--- src/rtl/disp_id_pkg.sv ---
package disp_id_pkg;

  typedef enum logic [3:0] {
    ST_IDLE,
    ST_CNT_REQ,
    ST_CNT_WAIT,
    ST_BLK_REQ,
    ST_BLK_WAIT,
    ST_TRQ_REQ,
    ST_TRQ_WAIT,
    ST_CSUM_WR,
    ST_RESP_WR,
    ST_GOOD,
    ST_BAD
  } fetch_state_e;

  localparam logic [1:0] SEL_TEST_REQ  = 2'd0;
  localparam logic [1:0] SEL_TEST_CSUM = 2'd1;
  localparam logic [1:0] SEL_TEST_RESP = 2'd2;

endpackage

--- src/rtl/disp_id_sum.sv ---
module disp_id_sum #(
  parameter int BLOCK_BYTES = 128,
  localparam int CW = $clog2(BLOCK_BYTES)
) (
  input  logic          clk,
  input  logic          rst_n,
  input  logic          clr,
  input  logic          take,
  input  logic [7:0]    byte_in,
  output logic [CW-1:0] idx,
  output logic          last,
  output logic          sum_zero
);

  logic [CW-1:0] idx_q, idx_d;
  logic [7:0]    sum_q, sum_d;
  logic          en;

  // running sum including the byte now arriving
  assign sum_zero = ((sum_q + byte_in) == 8'd0);
  assign last     = (idx_q == CW'(BLOCK_BYTES - 1));
  assign idx      = idx_q;
  assign en       = clr | take;

  always_comb begin
    idx_d = idx_q;
    sum_d = sum_q;
    if (clr) begin
      idx_d = '0;
      sum_d = 8'd0;
    end else if (take) begin
      idx_d = idx_q + CW'(1);
      sum_d = sum_q + byte_in;
    end
  end

  always_ff @(posedge clk or negedge rst_n) begin
    if (!rst_n) begin
      idx_q <= '0;
      sum_q <= 8'd0;
    end else if (en) begin
      idx_q <= idx_d;
      sum_q <= sum_d;
    end
  end

endmodule

--- src/rtl/disp_id_seq.sv ---
module disp_id_seq
  import disp_id_pkg::*;
#(
  parameter logic [6:0] DEV_ADDR    = 7'h50,
  parameter int         BLOCK_BYTES = 128,
  parameter int         TEST_BIT    = 2,
  parameter logic [7:0] RESP_FLAG   = 8'h04,
  localparam int        CW          = $clog2(BLOCK_BYTES),
  localparam int        OFF_W       = CW + 1
) (
  input  logic             clk,
  input  logic             rst_n,
  input  logic             start,
  output logic             busy,
  output logic             done,
  output logic             pass,
  output logic [7:0]       csum_out,
  output logic             rd_req_valid,
  input  logic             rd_req_ready,
  output logic [6:0]       rd_req_dev,
  output logic [OFF_W-1:0] rd_req_off,
  input  logic             rd_rsp_valid,
  input  logic [7:0]       rd_rsp_data,
  input  logic             rd_rsp_err,
  output logic             sb_req_valid,
  input  logic             sb_req_ready,
  output logic             sb_req_wr,
  output logic [1:0]       sb_req_sel,
  output logic [7:0]       sb_req_wdata,
  input  logic             sb_rsp_valid,
  input  logic [7:0]       sb_rsp_data,
  output logic             sum_clr,
  output logic             sum_take,
  input  logic [CW-1:0]    blk_idx,
  input  logic             blk_last,
  input  logic             blk_sum_zero
);

  localparam logic [OFF_W-1:0] CNT_OFF = OFF_W'(BLOCK_BYTES - 2);

  fetch_state_e state_q, state_d;
  logic         ext_q, ext_d;       // an extension block follows the base
  logic         sel_q, sel_d;       // 0 base block, 1 extension block
  logic [7:0]   csum_q, csum_d;
  logic         ctl_en, csum_en;

  always_comb begin
    state_d  = state_q;
    ext_d    = ext_q;
    sel_d    = sel_q;
    csum_d   = csum_q;
    csum_en  = 1'b0;
    sum_clr  = 1'b0;
    sum_take = 1'b0;
    unique case (state_q)
      ST_IDLE: begin
        if (start) state_d = ST_CNT_REQ;
      end
      ST_CNT_REQ: begin
        if (rd_req_ready) state_d = ST_CNT_WAIT;
      end
      ST_CNT_WAIT: begin
        if (rd_rsp_valid) begin
          if (rd_rsp_err) begin
            state_d = ST_BAD;
          end else begin
            ext_d   = |rd_rsp_data;
            sel_d   = 1'b0;
            sum_clr = 1'b1;
            state_d = ST_BLK_REQ;
          end
        end
      end
      ST_BLK_REQ: begin
        if (rd_req_ready) state_d = ST_BLK_WAIT;
      end
      ST_BLK_WAIT: begin
        if (rd_rsp_valid) begin
          if (rd_rsp_err) begin
            state_d = ST_BAD;
          end else begin
            sum_take = 1'b1;
            if (!blk_last) begin
              state_d = ST_BLK_REQ;
            end else if (!blk_sum_zero) begin
              state_d = ST_BAD;
            end else begin
              csum_d  = rd_rsp_data;
              csum_en = 1'b1;
              if (ext_q && !sel_q) begin
                sel_d   = 1'b1;
                sum_clr = 1'b1;
                state_d = ST_BLK_REQ;
              end else begin
                state_d = ST_TRQ_REQ;
              end
            end
          end
        end
      end
      ST_TRQ_REQ: begin
        if (sb_req_ready) state_d = ST_TRQ_WAIT;
      end
      ST_TRQ_WAIT: begin
        if (sb_rsp_valid) state_d = sb_rsp_data[TEST_BIT] ? ST_CSUM_WR : ST_GOOD;
      end
      ST_CSUM_WR: begin
        if (sb_req_ready) state_d = ST_RESP_WR;
      end
      ST_RESP_WR: begin
        if (sb_req_ready) state_d = ST_GOOD;
      end
      ST_GOOD, ST_BAD: state_d = ST_IDLE;
      default: state_d = ST_IDLE;
    endcase
  end

  assign ctl_en = (state_d != state_q);

  always_ff @(posedge clk or negedge rst_n) begin
    if (!rst_n) begin
      state_q <= ST_IDLE;
      ext_q   <= 1'b0;
      sel_q   <= 1'b0;
    end else if (ctl_en) begin
      state_q <= state_d;
      ext_q   <= ext_d;
      sel_q   <= sel_d;
    end
  end

  always_ff @(posedge clk or negedge rst_n) begin
    if (!rst_n) csum_q <= 8'd0;
    else if (csum_en) csum_q <= csum_d;
  end

  // outputs decoded from state
  assign busy         = (state_q != ST_IDLE);
  assign done         = (state_q == ST_GOOD) || (state_q == ST_BAD);
  assign pass         = (state_q == ST_GOOD);
  assign csum_out     = csum_q;
  assign rd_req_valid = (state_q == ST_CNT_REQ) || (state_q == ST_BLK_REQ);
  assign rd_req_dev   = DEV_ADDR;
  assign rd_req_off   = (state_q == ST_CNT_REQ) ? CNT_OFF : {sel_q, blk_idx};

  always_comb begin
    sb_req_valid = 1'b0;
    sb_req_wr    = 1'b0;
    sb_req_sel   = SEL_TEST_REQ;
    sb_req_wdata = 8'd0;
    unique case (state_q)
      ST_TRQ_REQ: sb_req_valid = 1'b1;
      ST_CSUM_WR: begin
        sb_req_valid = 1'b1;
        sb_req_wr    = 1'b1;
        sb_req_sel   = SEL_TEST_CSUM;
        sb_req_wdata = csum_q;
      end
      ST_RESP_WR: begin
        sb_req_valid = 1'b1;
        sb_req_wr    = 1'b1;
        sb_req_sel   = SEL_TEST_RESP;
        sb_req_wdata = RESP_FLAG;
      end
      default: ;
    endcase
  end

endmodule

--- src/rtl/disp_id_fetch.sv ---
module disp_id_fetch #(
  parameter logic [6:0] DEV_ADDR    = 7'h50,
  parameter int         BLOCK_BYTES = 128,
  parameter int         TEST_BIT    = 2,
  parameter logic [7:0] RESP_FLAG   = 8'h04,
  localparam int        CW          = $clog2(BLOCK_BYTES),
  localparam int        OFF_W       = CW + 1
) (
  input  logic             clk,
  input  logic             rst_n,
  input  logic             start,
  output logic             busy,
  output logic             done,
  output logic             pass,
  output logic [7:0]       csum_out,
  output logic             rd_req_valid,
  input  logic             rd_req_ready,
  output logic [6:0]       rd_req_dev,
  output logic [OFF_W-1:0] rd_req_off,
  input  logic             rd_rsp_valid,
  input  logic [7:0]       rd_rsp_data,
  input  logic             rd_rsp_err,
  output logic             sb_req_valid,
  input  logic             sb_req_ready,
  output logic             sb_req_wr,
  output logic [1:0]       sb_req_sel,
  output logic [7:0]       sb_req_wdata,
  input  logic             sb_rsp_valid,
  input  logic [7:0]       sb_rsp_data
);

  logic          sum_clr, sum_take, blk_last, blk_sum_zero;
  logic [CW-1:0] blk_idx;

  disp_id_sum #(.BLOCK_BYTES(BLOCK_BYTES)) u_sum (
    .clk      (clk),
    .rst_n    (rst_n),
    .clr      (sum_clr),
    .take     (sum_take),
    .byte_in  (rd_rsp_data),
    .idx      (blk_idx),
    .last     (blk_last),
    .sum_zero (blk_sum_zero)
  );

  disp_id_seq #(
    .DEV_ADDR    (DEV_ADDR),
    .BLOCK_BYTES (BLOCK_BYTES),
    .TEST_BIT    (TEST_BIT),
    .RESP_FLAG   (RESP_FLAG)
  ) u_seq (
    .clk          (clk),
    .rst_n        (rst_n),
    .start        (start),
    .busy         (busy),
    .done         (done),
    .pass         (pass),
    .csum_out     (csum_out),
    .rd_req_valid (rd_req_valid),
    .rd_req_ready (rd_req_ready),
    .rd_req_dev   (rd_req_dev),
    .rd_req_off   (rd_req_off),
    .rd_rsp_valid (rd_rsp_valid),
    .rd_rsp_data  (rd_rsp_data),
    .rd_rsp_err   (rd_rsp_err),
    .sb_req_valid (sb_req_valid),
    .sb_req_ready (sb_req_ready),
    .sb_req_wr    (sb_req_wr),
    .sb_req_sel   (sb_req_sel),
    .sb_req_wdata (sb_req_wdata),
    .sb_rsp_valid (sb_rsp_valid),
    .sb_rsp_data  (sb_rsp_data),
    .sum_clr      (sum_clr),
    .sum_take     (sum_take),
    .blk_idx      (blk_idx),
    .blk_last     (blk_last),
    .blk_sum_zero (blk_sum_zero)
  );

endmodule

--- config.mk ---
export PLATFORM = sky130hd
export DESIGN_NAME = disp_id_fetch
export DESIGN_NICKNAME = d
export VERILOG_FILES = /design/src/rtl/disp_id_pkg.sv /design/src/rtl/disp_id_sum.sv /design/src/rtl/disp_id_seq.sv /design/src/rtl/disp_id_fetch.sv
export SDC_FILE = /design/constraint.sdc
export NUM_CORES = 1
export LEC_CHECK = 0
export BUFFER_PORTS_ARGS = -buffer_cell sky130_fd_sc_hd__buf_4
export CAP_MARGIN = 20
export CELL_PAD_IN_SITES_DETAIL_PLACEMENT = 1
export CELL_PAD_IN_SITES_GLOBAL_PLACEMENT = 1
export CORE_MARGIN = 2
export CORE_UTILIZATION = 38
export DETAILED_ROUTE_END_ITERATION = 8
export PLACE_DENSITY = 0.89
export SYNTH_ARGS = -nofsm -noshare
export SYNTH_HDL_FRONTEND = slang
export SYNTH_SLANG_ARGS = --single-unit
--- constraint.sdc ---
create_clock -name clk -period 4 [get_ports clk]
set_clock_uncertainty 0.1 [all_clocks]
set_input_delay 0.2 -clock clk [delete_from_list [all_inputs] [get_ports clk]]
set_output_delay 0.2 -clock clk [all_outputs]
set_load 0.02 [all_outputs]
**Word-level counts from Yosys, hierarchy flattened**

Cells that the tools add are included.

- Logic and storage cells: 92
- ROM bits: 0
- Memories: 0
- Bits of input ports: 24
- Latch bits: 0
- Bits in registers: 29
- Output and inout port bits: 39
- Memory bits (writable): 0

- Div/mod/pow operators: 0
- $mul: 0
- Add/sub/neg operators: 2
- Bitwise gates (word level): 2
- Eq/ne operators: 19
- Mux-type cells: 47
- Shift operators: 0
- Reductions and logical operators: 16
- Order comparisons: 0

Operator list:

| kind | count |
|---|---|
| $mux 4 | 14 |
| $pmux 4 s9 | 1 |
| $mux 8 | 3 |
| $mux 1 | 22 |
| $eq 4x3->1 const B | 4 |
| $pmux 8 s2 | 1 |
| $mux 7 | 2 |
| $eq 4x4->1 const B | 3 |
| $reduce_and 9->1 | 1 |
| $add 8x8->8 | 1 |
| $eq 4x2->1 const B | 2 |
| $logic_not 8->1 | 1 |
| $ne 2x2->1 const B | 4 |
| $reduce_or 8->1 | 1 |
| $add 7x1->7 const B | 1 |
| $eq 7x7->1 const B | 1 |
| $ne 2x1->1 const B | 3 |
| $reduce_and 6->1 | 1 |
| $eq 4x1->1 const B | 1 |
| $logic_not 4->1 | 1 |
| $ne 4x4->1 | 1 |
| $pmux 1 s2 | 2 |
| $pmux 2 s2 | 1 |
| $reduce_and 4->1 | 1 |
| other kinds (11) | 13 |

**Longest topological paths before layout**

Gate-level depths: netlist (run 1).

- Word-level depth: 10
- Depth in mapped cells: 9
- Depth with buffers taken out: 8

**Cells and area by module**

From an unflattened synthesis (run 1), not the netlist that was laid out.

- Cells, all modules: 223
- Area total of the unflattened synthesis: 2133.3 um^2

Modules (own cells, without submodules):

| module | area each (um^2) | cells an instance | sequential area each (um^2) | times used |
|---|---|---|---|---|
| disp_id_seq | 1152.4 | 122 | 350.3 | 1 |
| disp_id_sum | 980.9 | 101 | 375.4 | 1 |

**Worst setup path after synthesis (run 1)**

OpenSTA, ideal clock, no wires.

- Kind: flip-flop to flip-flop
- Start point: reg u_sum.sum_q[0]
- End point: reg u_seq.csum_q[0], in the netlist u_seq.csum_out[0]
- Data arrival time: 2.920 ns
- Path slack: 0.855 ns
- Setup time: 0.125 ns
- Period minus slack after synthesis: 3.145 ns
- Path buffers: 1
- Stages on the path, launching flop included: 10
- Required time: 3.775 ns
- Path through: dfrtp_1 > ha_1 > fa_1 > a211o_1 > and4_4 > a2111oi_2 > nand2_1 > or4b_1 > buf_6 > mux2_4

- Cells in the longest elaborated chain, start to end: 8

Ends and longest elaborated chain:

| what | RTL line | text |
|---|---|---|
| from (decl) | disp_id_sum.sv:16 | `logic [7:0] sum_q, sum_d;` |
| from (signal assigned) | disp_id_sum.sv:43 | `sum_q <= sum_d;` |
| $add 8x8->8 (*) | disp_id_sum.sv:20 | `assign sum_zero = ((sum_q + byte_in) == 8'd0);` |
| $logic_not 8->1 (*) | disp_id_sum.sv:20 |  |
| $mux 1 | disp_id_seq.sv:85 | `end else if (!blk_sum_zero) begin` |
| $mux 1 | disp_id_seq.sv:83 | `if (!blk_last) begin` |
| $mux 1 | disp_id_seq.sv:79 | `if (rd_rsp_err) begin` |
| $mux 1 | disp_id_seq.sv:78 | `if (rd_rsp_valid) begin` |
| $mux 1 | disp_id_seq.sv:55 | `unique case (state_q)` |
| $reduce_and 6->1 (no source line) (*) | n/a |  |
| to (signal assigned) | disp_id_seq.sv:134 | `else if (csum_en) csum_q <= csum_d;` |
| to (decl) | disp_id_seq.sv:44 | `logic [7:0] csum_q, csum_d;` |

Every way passes the cells marked *; elsewhere a longest branch is shown, timed or not.
A chain may end at the register's enable or synchronous reset.

**Worst setup path in the final report (run 1)**

- Start point: reg u_sum.sum_q[0]
- End point: reg u_seq.csum_q[3], in the netlist u_seq.csum_out[3]

Same word-level chain as after synthesis.

==> results of run 1 <==
layout by cell type (no fill, tap or decap), types with 3 or more instances in the layout:
cell	instances
o21ai_0	8
nor3_1	3
nand4b_1	3
nor2b_1	7
conb_1	7
inv_1	6
or3_1	3
nor2_1	29
buf_4	49
nand2_1	32
nand4_1	4
a21oi_1	14
xor2_1	5
and3_1	7
mux2_4	8
ha_1	8
nand3_1	5
or2_2	8
dfrtp_1	29
clkbuf_8	5
xnor2_1	3
metrics by stage:
step / hold slack (ps) / util, % / std cells
after floorplan: -196 / - / 253
after global placement: 47.7 / 46.0 / 356
after detailed placement: 50.9 / 46.0 / 356
after CTS: 72.3 / 48.7 / 365
after global routing: 74.9 / 48.7 / 365
final: 76.4 / 48.7 / 365
registers in the layout, summed over array words and instances (netlist names):
signal          flops
u_seq.csum_out      8
u_seq.ext_q         1
u_seq.sel_q         1
u_seq.state_q       4
u_sum.idx           7
u_sum.sum_q         8
kinds of logic after synthesis:
group / count (synthesis) / share of synthesized area [%]
compound gates: 49 / 15.8
xor+xnor: 9 / 4.32
fa+ha+maj: 9 / 5.60
buf+inv: 24 / 5.78
flops: 29 / 33.8
mux: 9 / 6.07
other cells: 2 / 0.350
simple gates: 117 / 28.2
per-layer routing:
layer	up-vias	share of wire, %	track usage (%)
li1	955	-	-
met1	933	45	24.2
met2	40	51	34.6
met3	10	3.4	3.41
met4	0	1.4	5.69
met5	-	0	0
area by class of cell:
cell class | instances | area, um2
fillers | 675 | 2810
multi-input cells | 200 | 1310
flip-flops and latches | 29 | 726
repair buffers | 50 | 378
well taps | 72 | 90.1
clock buffers | 5 | 68.8
clock inverters | 3 | 65.1
inverters | 6 | 22.5
report_power, final:
part           leakage (nW)  switching [mW]  internal, mW
clock                0.0681           0.119         0.247
sequential            0.396           0.104         0.354
combinational         0.888           0.463         0.355
critical path, stage by stage, from the launching register on:
cell and delay (ps):
dfrtp_1 390, ha_1 220, fa_1 440, a211o_1 370, and4_4 200, a2111oi_2 450
nand2_1 120, or4b_1 810, mux2_4 390
final timing paths:
path / from / to
max in group asynchronous: rst_n / u_seq.csum_out[0]
worst min register to register: u_seq.ext_q / u_seq.ext_q
worst min-delay path: rd_rsp_data[0] / u_seq.csum_out[0]
min in group asynchronous: rst_n / u_sum.sum_q[6]
worst max-delay path: u_sum.sum_q[0] / u_seq.csum_out[3]
worst max register to register: u_sum.sum_q[0] / u_seq.csum_out[3]
==> key figures, run 1 <==
Cells and area
  • Nets: approximately 330
  • Area grow syn2layout: 24.2%
  • Layout cells sized above 1: 27.0%
  • Antenna diode count: 0
  • Final Instance Area: 0.00266 mm2

Placement
  • Port buffer count: 48
  • Post-Place Cell Area: ~0.0025 mm2
  • DP HPWL: approximately 4300 um
  • Pre-CTS WS: 432 ps
  • Global placement routability congestion: 0.836

Setup path
  • Flop2flop setup slack: a little under 400 ps
  • WP data required: 4070 ps
  • Crit path arrival time: 3680 ps
  • CP Capture Type: register
  • Worst-case reg-to-reg path depth: 8
  • CP startpoint kind: register
  • Crit Path Class: reg2reg
  • Maximum fanout along the worst path: 9

Synthesis
  • Synth Cell Area: 0.00214 mm2
  • Post-synthesis sequential element count: 29
  • Synth area leader: dfrtp_1
  • Count leader, synth: nand2_1
  • EDFF count, synth: 0
  • Ys flop type: dfrtp_1
  • Distinct cells, synth: 61
  • Ys async rst share: 100%
  • Synthesized instance count: 248
  • Top cells by count, synth: nand2_1 (32), dfrtp_1 (29), nor2_1 (29)
  • Yosys warns: 0
  • Syn Area/Cell: between 8 and 9 um2
  • Sequential element share of the synthesized area: roughly 34%
  • Largest cells by area after synthesis: dfrtp_1 (34%), mux2_4 (5.6%), nand2_1 (5.6%)
  • Yosys top cell area share: between 30% and 40%

Timing
  • Fin. Hold Viols: 0
  • Fin crit period: 3610 ps
  • Final period util: 90.3%
  • RSZ-0062 raised after global routing: false
  • Setup TNS: 0 ps
  • Fmax: 277 MHz
  • Worst slew pin tran: 993 ps
  • Slew HR: 33.3%
  • Slew Limit Fails: 0
  • Setup slack after layout: 390 ps
  • Final setup fails: 0

Floorplanning
  • Die Wd: 79.1 um
  • Die footprint: 0.00626 mm2
  • Row cnt: 27
  • Die H: 79.1 um
  • Core area: between 0.005 and 0.006 mm2
  • Initial core utilization: 39.2%
  • IO Count: 63

Detailed routing
  • Vias per cell: 5.31
  • Routed WL: around 5900 um
  • Via count: 1,938
  • Antenna-violating nets left: 0
  • DRC Markers: 0
  • Iter 0 DRT Violations: 76
  • Wire per inst: 16.1 um
  • TritonRoute pass-1 iters: 4

Clocking
  • Clock sink total: 29
  • Clk slew on worst S/H paths: 70 ps
  • Cts hold-fix bufs: 1
  • Cts repair resizes: 0
  • CTS H-Tree Depth: 2
  • Max clock buf depth: 2
  • Setup Fix Bufs, Post-CTS: 0
  • Clock Latency Late Sink: ~280 ps
  • CTS buffer count: 5
  • CTS tree: done
  • Root buffer cell: clkbuf_8

GRT
  • GR Util All Layers: between 10% and 20%
  • Vias in the first global route: 1,977
  • Initial antenna violation count: 0
  • Grt ovf: 0
  • Pin count of the biggest net entering global routing: 30
  • First-pass GRT wire length: ~9700 um

Power and ir drop
  • Leak: 1.35 nW
  • Power Dens Cells: 616 mW/mm2
  • VDD IR max: 0.000249 V
  • Tot Pwr: ~1.6 mW

Hold path
  • Hold depth: 2
  • Worst Hold Class: in2reg

Status
  • Outcome: finished, final reports clean

Job
  • Max Cap Violations: 0
No activity file was read; power rests on OpenSTA's default activity.
==> run 2: changes to the inputs <==
CORE_MARGIN = not set   (was 2)
==> run 2 against run 1 <==
  * Largest power group unchanged
  * Routed wire length decreased by 1.5%
  * Critical path type unchanged
  * Sequential cell count unchanged
  * Critical path depth unchanged
  * Non-clock buffer count unchanged
  * Final cell count decreased by 0.55%
  * Clock power decreased by 27%
  * Highest routed layer unchanged
  * Fmax about the same
  * Global-route usage increased by 2.4 points
  * Cell area decreased by 1.3%
  * Setup slack improved by 1.9 ps
  * Utilization increased by 1.2 points
==> key figures, run 2 (synthesized netlist as in run 1, its figures left out) <==
Clocking
  • Max clock buf depth: 2 (unchanged)
  • CTS buffer count: 5 (unchanged)
  • Clock Latency Late Sink: 280 ps (about the same)
  • Cts repair resizes: 0 (unchanged)
  • CTS tree: done
  • Cts hold-fix bufs: 1 (unchanged)
  • Clk slew on worst S/H paths: 60 ps (about the same)
  • Root buffer cell: clkbuf_8
  • CTS H-Tree Depth: 2 (unchanged)
  • Clock sink total: 29 (unchanged)
  • Setup Fix Bufs, Post-CTS: 0 (unchanged)

Timing
  • WHS: 79.9 ps (+3.52 ps)
  • Slew HR: 36.1% (+2.8 points)
  • Fin. Hold Viols: 0 (unchanged)
  • Setup TNS: 0 ps (unchanged)
  • Final setup fails: 0 (unchanged)
  • RSZ-0062 raised after global routing: false
  • Fmax: 277 MHz (about the same)
  • Final period util: 90.2% (about the same)
  • Setup slack after layout: 392 ps (+1.93 ps)
  • Slew Limit Fails: 0 (unchanged)
  • Worst slew pin tran: 952 ps (-41.5 ps)
  • Fin crit period: 3610 ps (-1.93 ps)

Setup path
  • CP Cell Sequence: ha_1 > fa_1 > a211o_1 > and4_4 > a2111oi_2 > nand2_1 > or4b_1 > mux2_4
  • Worst path slowest cell: or4b_1
  • WP data required: 4060 ps (about the same)
  • CP delay by family, top: simple AND/OR/NAND/NOR gates
  • Crit Path Class: reg2reg
  • CP Capture Type: register
  • Maximum fanout along the worst path: 9 (unchanged)
  • Crit path arrival time: 3670 ps (about the same)
  • Worst path buffer plus inverter count: 0 (unchanged)
  • CP startpoint kind: register
  • Slowest stage delay, CP: 830 ps (+20 ps)

GRT
  • Grt ovf: 0 (unchanged)
  • Vias in the first global route: 2,060 (+4.2%)
  • Initial antenna violation count: 0 (unchanged)
  • First-pass GRT wire length: 10,300 um (+5.7%)
  • GR Util All Layers: 21.9% (+2.4 points)
  • Pin count of the biggest net entering global routing: 30 (unchanged)

Cells and area
  • Number of fillers in the final layout: 649 (-3.9%)
  • Layout cells sized above 1: 27.0% (unchanged)
  • Most frequent cells in the layout: buf_4 (49), nand2_1 (32), nor2_1 (29), dfrtp_1 (29), a21oi_1 (14)
  • Antenna diode count: 0 (unchanged)
  • Final core utilization: 49.9% (+1.2 points)
  • Commonest non-fill, non-tap cell in the layout: buf_4
  • Area grow syn2layout: 22.6%
  • Nets: 325 (unchanged)
  • Final Instance Area: 0.00263 mm2 (-1.3%)
  • Filler-free cell count of the finished design: 363 (-0.55%)

Power and ir drop
  • Sw Share: 44.0% (+2.2 points)
  • VDD IR max: 0.000312 V (+25%)
  • Net Switching: 0.678 mW (-1.1%)
  • Leak: 1.34 nW (-1.0%)
  • Logic pwr share: 52.8% (+3.0 points)
  • Power Dens Cells: 587 mW/mm2 (-4.8%)
  • Clk pwr share: 17.4% (-4.9 points)
  • Internal: 0.864 mW (-9.6%)
  • Tot Pwr: 1.54 mW (-6.1%)
  • Seq pwr share: 29.8% (+1.9 points)

Floorplanning
  • Die Wd: 77.1 um (-2.5%)
  • Die H: 77.1 um (-2.5%)
  • Core area: 0.00527 mm2 (-3.7%)
  • Row cnt: 26 (-3.7%)
  • Die footprint: 0.00595 mm2 (-5.0%)
  • Initial core utilization: 40.7% (+1.5 points)
  • IO Count: 63 (unchanged)

Detailed routing
  • Vias per cell: 5.41 (+1.9%)
  • TritonRoute pass-1 iters: 4 (unchanged)
  • Routed WL: 5800 um (-1.5%)
  • Wire per inst: 16.0 um (-0.97%)
  • Via count: 1,964 (+1.3%)
  • DRC Markers: 0 (unchanged)
  • Antenna-violating nets left: 0 (unchanged)
  • Iter 0 DRT Violations: 108 (+42%)

Job
  • Max Cap Violations: 0 (unchanged)

Placement
  • Post-Place Cell Area: 0.00252 mm2 (about the same)
  • Dpl cells: 354 (-0.56%)
  • Pre-CTS WS: 400 ps (-32.1 ps)
  • DP HPWL: 4430 um (+2.1%)
  • Global placement routability congestion: 0.817 (-2.3%)
  • Port buffer count: 48 (unchanged)

Hold path
  • Worst Hold Class: in2reg

Status
  • Outcome: finished, final reports clean
==> run 2: per-layer routing <==
| metal | GRT usage [%] | share of wire [%] |
|---|---|---|
| met1 | 26.6 | 44 |
| met2 | 38.3 | 51 |
| met3 | 4.52 | 3.6 |
| met4 | 6.79 | 1.1 |
| met5 | 0 | 0 |
==> run 2: power groups by stage <==
stage / Combinational (mW) / Sequential [mW] / Clock [mW]
after floorplan: 0.620 / 0.396 / 0
after global placement: 0.773 / 0.457 / 0
after detailed placement: 0.808 / 0.463 / 0
after CTS: 0.817 / 0.459 / 0.273
after global routing: 0.909 / 0.472 / 0.289
final: 0.815 / 0.459 / 0.269
==> run 2: final timing paths <==
| kind | end | slack [ps] | startpoint | cells after the start |
|---|---|---|---|---|
| max reg2reg | u_seq.csum_out[5] | 390 | u_sum.sum_q[0] | 8 |
| max in group asynchronous | u_seq.csum_out[1] | 3230 | rst_n | 2 |
| max | u_seq.csum_out[5] | 390 | u_sum.sum_q[0] | 8 |
| min reg2reg | u_seq.csum_out[4] | 440 | u_seq.csum_out[4] | 1 |
| min | u_seq.csum_out[6] | 80 | rd_rsp_data[6] | 2 |
| min in group asynchronous | u_sum.sum_q[6] | 290 | rst_n | 2 |
==> run 2: final cells by class <==
class,instances,area (um2),share of cell area [%]
Tap cell,70,87.6,3.33
Timing Repair Buffer,50,378,14.4
Inverter,6,22.5,0.857
Sequential cell,29,726,27.6
Clock inverter,1,5.00,0.190
Clock buffer,7,96.3,3.66
Multi-Input combinational cell,200,1310,50.0
==> run 3: changes to the inputs <==
ABC_AREA = 1   (was not set)
CORE_UTILIZATION = 36   (was 38)
SKIP_CTS_REPAIR_TIMING = 1   (was not set)
==> run 3 against run 2 <==
  * Combinational power grew 11%
  * Sequential share of layout area grew 0.15 points
  * Area after synthesis shrank 0.76%
  * Critical endpoint is now u_sum.idx[0]
  * Largest cell class unchanged
  * Clock power shrank 13%
==> key figures, run 3 <==
Setup path
  • FF-to-FF Start: u_sum.sum_q[0]
  • Crit Path Class: reg2reg
  • WP data required: 4060 ps (about the same)
  • CP startpoint kind: register
  • Reg2Reg Capture Point: u_sum.idx[0]
  • Flop2flop setup slack: 1220 ps (+820 ps)
  • Crit. Startpoint: u_sum.sum_q[0]
  • Crit path arrival time: 2850 ps (-820 ps)
  • Worst setup path end: u_sum.idx[0]
  • CP Capture Type: register
  • Worst-case reg-to-reg path depth: 11 (+3)
  • Maximum fanout along the worst path: 6 (-3)

Timing
  • Worst slew pin tran: 601 ps (-351 ps)
  • Setup TNS: 0 ps (unchanged)
  • Slew Limit Fails: 0 (unchanged)
  • Fin crit period: 2780 ps (-823 ps)
  • Fin. Hold Viols: 0 (unchanged)
  • Final period util: 69.6% (-21 points)
  • Final setup fails: 0 (unchanged)
  • Fmax: 359 MHz (+30%)
  • Slew HR: 59.9% (+24 points)
  • RSZ-0062 raised after global routing: false

Power and ir drop
  • Power Dens Cells: 603 mW/mm2 (+2.7%)
  • Leak: 1.46 nW (+9.3%)
  • Net Switching: 0.750 mW (+11%)
  • Sw Share: 47.5% (+3.6 points)
  • Internal: 0.827 mW (-4.3%)
  • Logic pwr share: 57.4% (+4.6 points)
  • Clk pwr share: 14.8% (-2.6 points)
  • Tot Pwr: 1.58 mW (+2.2%)
  • Seq pwr share: 27.9% (-1.9 points)
  • VDD IR max: 0.000382 V (+22%)

Clocking
  • Max clock buf depth: 2 (unchanged)
  • Root buffer cell: clkbuf_8
  • CTS buffer count: 5 (unchanged)
  • CTS tree: done
  • CTS H-Tree Depth: 2 (unchanged)
  • Clk slew on worst S/H paths: 70 ps (about the same)
  • Clock Latency Late Sink: 280 ps (about the same)
  • Clock sink total: 29 (unchanged)

Synthesis
  • Sequential element share of the synthesized area: 34.1% (+0.26 points)
  • Simple-gate share of the synthesized area: 33.5% (+5.2 points)
  • Synth Area in Compound Gates: 10.9% (-4.9 points)
  • Synth Cell Area: 0.00213 mm2 (-0.76%)
  • Yosys top cell area share: 34.1% (+0.26 points)
  • Post-Synth Adder-Cell Area: 5.64% (+0.043 points)
  • Multiplexer share of the synthesized area: 0% (-6.1 points)
  • Yosys warns: 0 (unchanged)
  • Largest cells by area after synthesis: dfrtp_1 (34%), nand2_1 (13%), inv_1 (9.9%)
  • Synth Area in XOR/XNOR: 1.65% (-2.7 points)
  • Distinct cells, synth: 35 (-43%)
  • EDFF count, synth: 0 (unchanged)
  • Post-synthesis sequential element count: 29 (unchanged)
  • Largest family of logic cells by synthesized area: simple AND/OR/NAND/NOR gates
  • Syn Area/Cell: 6.93 um2 (-20%)
  • Ys flop type: dfrtp_1
  • Synthesized instance count: 307 (+24%)
  • Ys async rst share: 100% (unchanged)
  • Synth area leader: dfrtp_1
  • Count leader, synth: nand2_1
  • Top cells by count, synth: nand2_1 (76), inv_1 (56), nor2_1 (41)

Cells and area
  • Commonest non-fill, non-tap cell in the layout: nand2_1
  • Layout cells sized above 1: 22.8% (-4.1 points)
  • Area grow syn2layout: 22.9%
  • Antenna diode count: 0 (unchanged)
  • Most frequent cells in the layout: nand2_1 (76), inv_1 (56), buf_4 (48), nor2_1 (41), dfrtp_1 (29)
  • Nets: 391 (+20%)
  • Number of fillers in the final layout: 763 (+18%)

Detailed routing
  • Antenna-violating nets left: 0 (unchanged)
  • Iter 0 DRT Violations: 57 (-47%)
  • Routed WL: 5950 um (+2.4%)
  • Vias per cell: 4.87 (-9.9%)
  • Via count: 2,101 (+7.0%)
  • DRC Markers: 0 (unchanged)
  • TritonRoute pass-1 iters: 6 (+2)
  • Wire per inst: 13.8 um (-14%)

GRT
  • First-pass GRT wire length: 10,000 um (-2.0%)
  • GR Util All Layers: 20.6% (-1.2 points)
  • Pin count of the biggest net entering global routing: 30 (unchanged)
  • Vias in the first global route: 2,209 (+7.2%)
  • Initial antenna violation count: 0 (unchanged)
  • Grt ovf: 0 (unchanged)

Placement
  • Port buffer count: 48 (unchanged)
  • DP HPWL: 4610 um (+4.1%)
  • Global placement routability congestion: 0.820 (+0.38%)

Floorplanning
  • Die H: 78.9 um (+2.3%)
  • Row cnt: 27 (+3.8%)
  • Die footprint: 0.00622 mm2 (+4.6%)
  • Core area: 0.00561 mm2 (+6.4%)
  • Initial core utilization: 38.0% (-2.7 points)
  • IO Count: 63 (unchanged)
  • Die Wd: 78.9 um (+2.3%)

Hold path
  • Worst Hold Class: in2reg

Status
  • Outcome: finished, final reports clean

Job
  • Max Cap Violations: 0 (unchanged)
[run 3: cell types whose count changed after synthesis, sizes merged, moves of 8 or more]
cell,before,now
mux2,8,0
inv,6,58
nand3,5,17
nand2,32,83
nor2,29,49
clkbuf,9,1
[run 3: power by group through the flow]
stage               Combinational, mW  Clock [mW]  Sequential, mW
floorplan                       0.610           0           0.427
global placement                0.869           0           0.438
detailed placement              0.903           0           0.444
CTS                             0.912       0.242           0.439
global route                     1.02       0.250           0.450
finish                          0.904       0.233           0.439
[run 3: per-layer routing]
layer | wire [um] | vias to the layer above | global-route usage (%)
met5 | 0 | - | 0
met1 | 2650 | 1002 | 24.9
met3 | 252 | 10 | 4.14
met4 | 88 | 0 | 6.36
li1 | - | 1037 | -
met2 | 2950 | 52 | 36.8
[run 3: stage by stage]
step / worst slack (ps) / util [%] / std cells / hold WS [ps] / instance area [um2]
after floorplan: 1670 / - / 312 / -196 / 2150
after CTS: 1190 / 46.5 / 430 / -254 / 2610
after global routing: 1030 / 46.6 / 431 / 91.9 / 2620
after global placement: 1390 / 45.0 / 422 / 48.6 / 2520
after detailed placement: 1330 / 45.0 / 422 / 52.7 / 2520
final: 1220 / 46.6 / 431 / 85.2 / 2620
[run 3: final cells by class]
class,instances,area [um2],share of cell area [%]
multi-input cells,214,1120,43.0
flip-flops and latches,29,726,27.8
repair buffers,49,370,14.2
inverters,59,221,8.47
well taps,72,90.1,3.44
clock buffers,6,72.6,2.78
clock inverters,2,10.0,0.383
[run 3: worst min path at each step]
| stage | start | to | slack, ps | cells after the start |
|---|---|---|---|---|
| global route | rd_req_ready | u_seq.state_q[2] | 90 | 3 |
| finish | rd_req_ready | u_seq.state_q[2] | 90 | 3 |
| detailed placement | rst_n | u_seq.csum_out[3] | 50 | 1 |
| floorplan | rst_n | u_seq.csum_out[0] | -200 | 0 |
| global placement | rst_n | u_seq.csum_out[5] | 50 | 1 |
| CTS | rst_n | u_seq.csum_out[3] | -250 | 1 |
[run 3: kinds of logic after synthesis]
kind of cell / after synthesis
flops: 29
buf+inv: 69
compound gates: 34
xor+xnor: 4
other cells: 2
simple gates: 160
fa+ha+maj: 9
[run 3: worst max-delay path, stage by stage (launching register included)]
cell	delay (ps)
dfrtp_1	380
ha_1	210
fa_1	490
or2_1	240
nor2_1	130
nand3_1	110
nor2_1	150
nand2_1	120
nor2_4	180
nand4_1	200
nand2_1	280
nor2_1	80
